==> src/rtl/phantom_io_bridge.sv <==
module phantom_io_bridge #(
  parameter int AW      = 16,
  parameter int DW      = 16,
  parameter int SW      = 4,
  parameter int IO_CYC  = 3,
  parameter int PA_ADDR = 9,
  parameter int PH_BASE = 4
) (
  input  logic          clk,
  input  logic          rst_n,
  input  logic [AW-1:0] cpu_addr,
  input  logic [DW-1:0] cpu_wdata,
  input  logic          cpu_rd,
  input  logic          cpu_wr,
  output logic [DW-1:0] cpu_rdata,
  output logic          cpu_rdy,
  output logic [AW-1:0] mem_addr,
  output logic [DW-1:0] mem_wdata,
  output logic          mem_rd,
  output logic          mem_wr,
  input  logic [DW-1:0] mem_rdata,
  input  logic          mem_rdy,
  output logic [SW-1:0] io_sel,
  output logic [1:0]    io_reg,
  output logic          io_dir,
  output logic          io_strobe,
  output logic [DW-1:0] io_wdata,
  input  logic [DW-1:0] io_rdata
);

  localparam int CW = (IO_CYC > 1) ? $clog2(IO_CYC) : 1;
  localparam logic [AW-1:0] PH_LO = AW'(PH_BASE);
  localparam logic [AW-1:0] PH_HI = AW'(PH_BASE + 3);
  localparam logic [AW-1:0] PA_AD = AW'(PA_ADDR);
  localparam logic [CW-1:0] LAST  = CW'(IO_CYC - 1);

  typedef enum logic [1:0] {S_IDLE, S_BUSY, S_DONE} st_t;

  st_t           st;
  logic [CW-1:0] cnt;
  logic [SW-1:0] pa;
  logic [DW-1:0] rbuf;
  logic          req, is_ph, is_pa;

  assign req   = cpu_rd | cpu_wr;
  assign is_ph = (cpu_addr >= PH_LO) && (cpu_addr <= PH_HI);
  assign is_pa = (cpu_addr == PA_AD);

  assign mem_addr  = cpu_addr;
  assign mem_wdata = cpu_wdata;
  assign mem_rd    = cpu_rd & ~is_ph & ~is_pa;
  assign mem_wr    = cpu_wr & ~is_ph & ~is_pa;

  assign cpu_rdy   = is_pa ? req : (is_ph ? (st == S_DONE) : mem_rdy);
  assign cpu_rdata = is_pa ? {{(DW-SW){1'b0}}, pa} : (is_ph ? rbuf : mem_rdata);

  assign io_strobe = (st == S_BUSY);

  always_ff @(posedge clk or negedge rst_n) begin
    if (!rst_n) begin
      st       <= S_IDLE;
      cnt      <= '0;
      pa       <= '0;
      rbuf     <= '0;
      io_sel   <= '0;
      io_reg   <= '0;
      io_dir   <= 1'b0;
      io_wdata <= '0;
    end else begin
      unique case (st)
        S_IDLE: begin
          if (req && is_ph) begin
            st       <= S_BUSY;
            cnt      <= '0;
            io_sel   <= pa;
            io_reg   <= cpu_addr[1:0] - PH_LO[1:0];
            io_dir   <= cpu_wr;
            io_wdata <= cpu_wdata;
          end
          if (cpu_wr && is_pa) pa <= cpu_wdata[SW-1:0];
        end
        S_BUSY: begin
          if (cnt == LAST) begin
            st <= S_DONE;
            if (!io_dir) rbuf <= io_rdata;
          end else begin
            cnt <= cnt + 1'b1;
          end
        end
        S_DONE:  st <= S_IDLE;
        default: st <= S_IDLE;
      endcase
    end
  end

endmodule


==> config.mk <==
export PLATFORM = sky130hd
export DESIGN_NAME = phantom_io_bridge
export DESIGN_NICKNAME = d
export VERILOG_FILES = /design/src/rtl/phantom_io_bridge.sv
export SDC_FILE = /design/constraint.sdc
export NUM_CORES = 1
export LEC_CHECK = 0
export ABC_AREA = 1
export CORE_ASPECT_RATIO = 0.6
export CORE_MARGIN = 1
export CORE_UTILIZATION = 39
export DETAILED_ROUTE_END_ITERATION = 8
export GPL_TIMING_DRIVEN = 0
export PLACE_DENSITY = 0.84
export SETUP_SLACK_MARGIN = 0.5
export SYNTH_ARGS = -nofsm -noshare
export SYNTH_HDL_FRONTEND = slang
export SYNTH_SLANG_ARGS = --single-unit
==> constraint.sdc <==
create_clock -name clk -period 2.25 [get_ports clk]
set_input_delay 0.5625 -clock clk [delete_from_list [all_inputs] [get_ports clk]]
set_output_delay 0.5625 -clock clk [all_outputs]
set_load 0.005 [all_outputs]
## After elaboration in Yosys (flattened, before gate mapping)

Cells that the tools add are included.
Widths: inputs -> output; s select.

- Register bits after elaboration: 47
- Input port bits: 69
- Output and inout port bits: 75
- Logic and storage cells: 46

- Add/sub/neg operators: 1
- Order comparisons: 2
- Equality and inequality tests: 7
- Muxes and demuxes: 10
- Bitwise logic cells: 8
- Reduce and logical (&&, ||, !) cells: 10

Operators with widths:

| operator | count |
|---|---|
| $mux 16 | 2 |
| $eq 16x4->1 const B | 1 |
| $ge 16x3->1 const B | 1 |
| $le 16x3->1 const B | 1 |
| $mux 2 | 4 |
| $pmux 2 s2 | 2 |
| $reduce_and 2->1 | 3 |
| $reduce_and 3->1 | 2 |
| $and 1x1->1 | 4 |
| $eq 2x2->1 const B | 2 |
| $ne 2x2->1 const B | 2 |
| $logic_and 1x1->1 | 3 |
| $not 1->1 | 3 |
| $add 2x1->2 const B | 1 |
| $eq 2x1->1 const B | 1 |
| $logic_not 2->1 | 1 |
| $mux 1 | 2 |
| $ne 2x1->1 const B | 1 |
| $reduce_bool 2->1 | 1 |
| $or 1x1->1 | 1 |

## Logic depth before layout (Yosys ltp)

- Depth in word-level cells: 5
- Mapped depth: 8
- Gate-level depth less buffers: 7

## Least setup slack after synthesis

OpenSTA, ideal clock, no wires.

- Kind: input -> output
- From: in cpu_addr[5]
- To: out cpu_rdata[10]
- Arrival: 1.413 ns
- Path slack: 0.274 ns
- Cell stages on the path: 7
- Buffers on the path: 1
- Cells stage by stage: nor2_1 nand2_2 nor2_1 nand2_4 buf_2 nand2_1 nor2_1

- Word-level cells in the longest chain between the ends: 4
- Elaborated cells between the ends (all ways): 6

Ends and longest elaborated chain:

| what | line | source |
|---|---|---|
| start, declared | 11 | `input logic [AW-1:0] cpu_addr,` |
| $ge 16x3->1 or $le 16x3->1 (tied branches) | 46 | `assign is_ph = (cpu_addr >= PH_LO) && (cpu_addr <= PH_HI);` |
| $logic_and 1x1->1 | 46 |  |
| $mux 16 | 55 | `assign cpu_rdata = is_pa ? {{(DW-SW){1'b0}}, pa} : (is_ph ? rbuf : mem_rdata);` |
| $mux 16 * | 55 |  |
| end, declared | 15 | `output logic [DW-1:0] cpu_rdata,` |

Every way passes the cells marked *; elsewhere a longest branch is shown, timed or not.

## Worst setup path in the final report

- From: in cpu_addr[9]
- To: out cpu_rdy

- Word-level cells in the longest chain between the ends: 4
- Elaborated cells between the ends (all ways): 6

Ends and longest elaborated chain:

| what | line | source |
|---|---|---|
| $ge 16x3->1 or $le 16x3->1 (tied branches) | 46 |  |
| $logic_and 1x1->1 | 46 |  |
| $mux 1 | 54 | `assign cpu_rdy = is_pa ? req : (is_ph ? (st == S_DONE) : mem_rdy);` |
| $mux 1 * | 54 |  |
| end, declared | 16 | `output logic cpu_rdy,` |

Marked as above.

==> reports/metrics.cfg <==
[run_status]
status=finished, violations left
violations=setup timing

[sta]
period_minus_slack_ps=2328
worst_hold_slack_ps=281.4
fmax_mhz=429.5
slew_viol_final=0
clock_skew_ps=5.068
post-route-worst-setup-slack_ps=-78.42
setup_viol=13
hold_viol=0
rsz0062_at_grt=true
tightest_slew_ps=588.1
relSlewSlack=0.6079
post-route-period-util=1.035

[clock_network]
clockBufferDepth=2
cts_made_buffers=5
cts-hold-fix-buffers=0
clkSinkCount=47
cts_tree=built
path_clk_slew_ps=60
insertion_delay_ps=280
cts_max_level=2
cts-root-buf=clkbuf_16

[grt]
grt_pass1_wl_microns=13490
grt_overflow=0
grt_pass1_vias=2941
grt_max_degree=25
antenna_found_initial=0
grt.total_usage=0.2519

[floorplanning]
io_pins=144
fp.coreArea_sq_um=6331
dieWidth_microns=108.2
rows=22
dieHeight_microns=65.75
start_util=0.4172
fp.dieArea_sq_um=7116

[pwr]
pwr-share-clk=0.401
switching_share=0.2117
leakage_nw=2.631
internal_power_mw=1.592
p_per_area_nw_per_um2=417.7
switching_power_uw=427.5
max-vdd-ir-drop_mv=0.3083
power_frac_comb=0.170
power_mw=2.019
seq_power_share=0.429

[cells_and_area]
regArea_sq_um=1176
largest_registers=io_wdata (16), rbuf (16)
final_cells=613
nFillCells=478
antenna_cells=0
drive_above_1_share=0.3384
multi_input_area_sq_um=1245
final_nets=599
fin_area_sq_um=4835
area_growth_pct=83.04

[worst_setup_path]
end_kind=output port
critPathMaxFanout=6
cp.required_ps=1690
worstPathArrival_ps=1770
reg2reg_depth=8
start_kind=primary input
path_class=primary input to output port

[job]
drv_cap=0

[yosys]
yosys.cell_types.count=24
yosysSeqAreaShare=0.4453
yosysWarnings=0
syn-cell-area_sq_um=2641
syn_inst=345
syn_nets=415
syn_area_per_cell_sq_um=7.656
synth-seq-cells=47

[placed_design]
dp_hpwl_microns=6129
placed_cells=573
gp_congestion=0.7965
dp_slack_ps=-844.4
place_area_sq_um=4283
io_buffers=143

[routing]
route.vias.total=2907
dr.pass1.iters=4
vias_per_cell=4.742
drt_wl_total_microns=8716
postRouteAntennaNets=0
drc_errors=0
drt_iter0_markers=117
wl_per_cell_microns=14.22

[hold_path]
hold_class=primary input to async pin

-- cells in the mapped netlist --
cell type / instances / area (sq um)
nor2_4: 2 / 22.52
nand3b_1: 12 / 90.09
nand3_1: 44 / 220.2
nor2_8: 1 / 20.02
or2_0: 1 / 6.260
buf_2: 7 / 35.03
a21oi_1: 4 / 20.02
buf_4: 36 / 270.3
ha_1: 1 / 12.51
nor3_1: 1 / 5.000
inv_2: 4 / 15.01
nand4_1: 2 / 12.51
inv_1: 19 / 71.32
o21ai_1: 9 / 45.04
nor2_1: 40 / 150.1
nand2_1: 106 / 397.9
nor3_2: 1 / 10.01
nand2_2: 1 / 6.260
dfrtp_1: 47 / 1176
buf_6: 1 / 11.26
clkbuf_1: 2 / 7.510
buf_1: 1 / 3.750
nand2_4: 2 / 22.52
nand3_2: 1 / 10.01
-- cell type report --
class                   count  share of cell area
clock buffers               6             0.02666
flip-flops and latches     47              0.2433
inverters                  23             0.02096
multi-input cells         228              0.2575
well taps                  84             0.02174
repair buffers            177              0.3481
plain buffers              47             0.07557
clock inverters             1            0.006211
-- path summary, 6_finish.rpt --
check	from	endpoint	slack, ps
hold reg to reg	rbuf[11]$_DFFE_PN0P_	rbuf[11]$_DFFE_PN0P_	460
hold / removal	rst_n	io_wdata[7]$_DFFE_PN0P_	280
max in group asynchronous	rst_n	io_sel[1]$_DFFE_PN0P_	1450
setup reg to reg	cnt[0]$_DFFE_PN0P_	rbuf[0]$_DFFE_PN0P_	700
min in group clk	rbuf[11]$_DFFE_PN0P_	rbuf[11]$_DFFE_PN0P_	460
setup / recovery	cpu_addr[9]	cpu_rdy	-80
-- per-layer routing --
metal / wire length, microns / track usage / up-vias
li1: - / - / 1422
met1: 3635 / 0.2988 / 1354
met2: 4243 / 0.4522 / 122
met3: 746 / 0.06448 / 9
met4: 91 / 0.07021 / 0
met5: 0 / 0 / -
-- stage by stage --
stage / TNS, ps / utilization
floorplan: 0 / -
global placement: -46080 / 0.6729
detailed placement: -15150 / 0.6765
CTS: -374.4 / 0.7368
global route: -1451 / 0.7636
finish: -467.9 / 0.7636
-- cell usage in the layout, fill, tap and decap left out, types with 7 or more instances in the layout --
cell type,Yosys,routed
nand3b_1,12,12
nand3_1,44,37
clkdlybuf4s50_1,0,52
nand2_1,106,87
dfrtp_1,47,47
clkdlybuf4s15_1,0,13
o21ai_1,9,9
dlygate4sd2_1,0,33
nand3_2,1,8
buf_2,7,25
nor2_1,40,25
buf_4,36,56
inv_1,19,18
buf_6,1,24
nand2_2,1,17
nor2_4,2,11
dlymetal6s2s_1,0,7
-- worst max-delay path: stages --
cell and delay [ps]:
buf_6 100, nor2_4 90, nand2_2 60, nor2_4 190, buf_8 170, nand2_8 80
buf_6 120, or2_0 200, nand2_1 70, buf_2 120
-- logic make-up after synthesis --
group	Yosys count	share of synthesized area
flip-flops	47	0.4453
AO/OA/AOI/OAI	13	0.02463
buffers and inverters	70	0.1568
AND/OR/NAND/NOR	214	0.3685
adder cells (fa/ha/maj)	1	0.004736
-- power groups by stage --
stage | Clock, mW | Combinational (mW) | Sequential, mW
floorplan | 0 | 0.106 | 0.881
global placement | 0 | 0.355 | 0.882
detailed placement | 0 | 0.365 | 0.882
CTS | 0.824 | 0.326 | 0.867
global route | 0.864 | 0.373 | 0.868
finish | 0.810 | 0.343 | 0.867
-- timing repair --
| action | 4_1_cts | 5_1_grt |
|---|---|---|
| gates cloned | 1 | 0 |
| gates resized for setup | 247 | 49 |
| setup buffers | 27 | 5 |
| pin swaps | 40 | 13 |
| endpoints found under the setup margin | 82 | 70 |
Power figures use the tool's default switching activity.
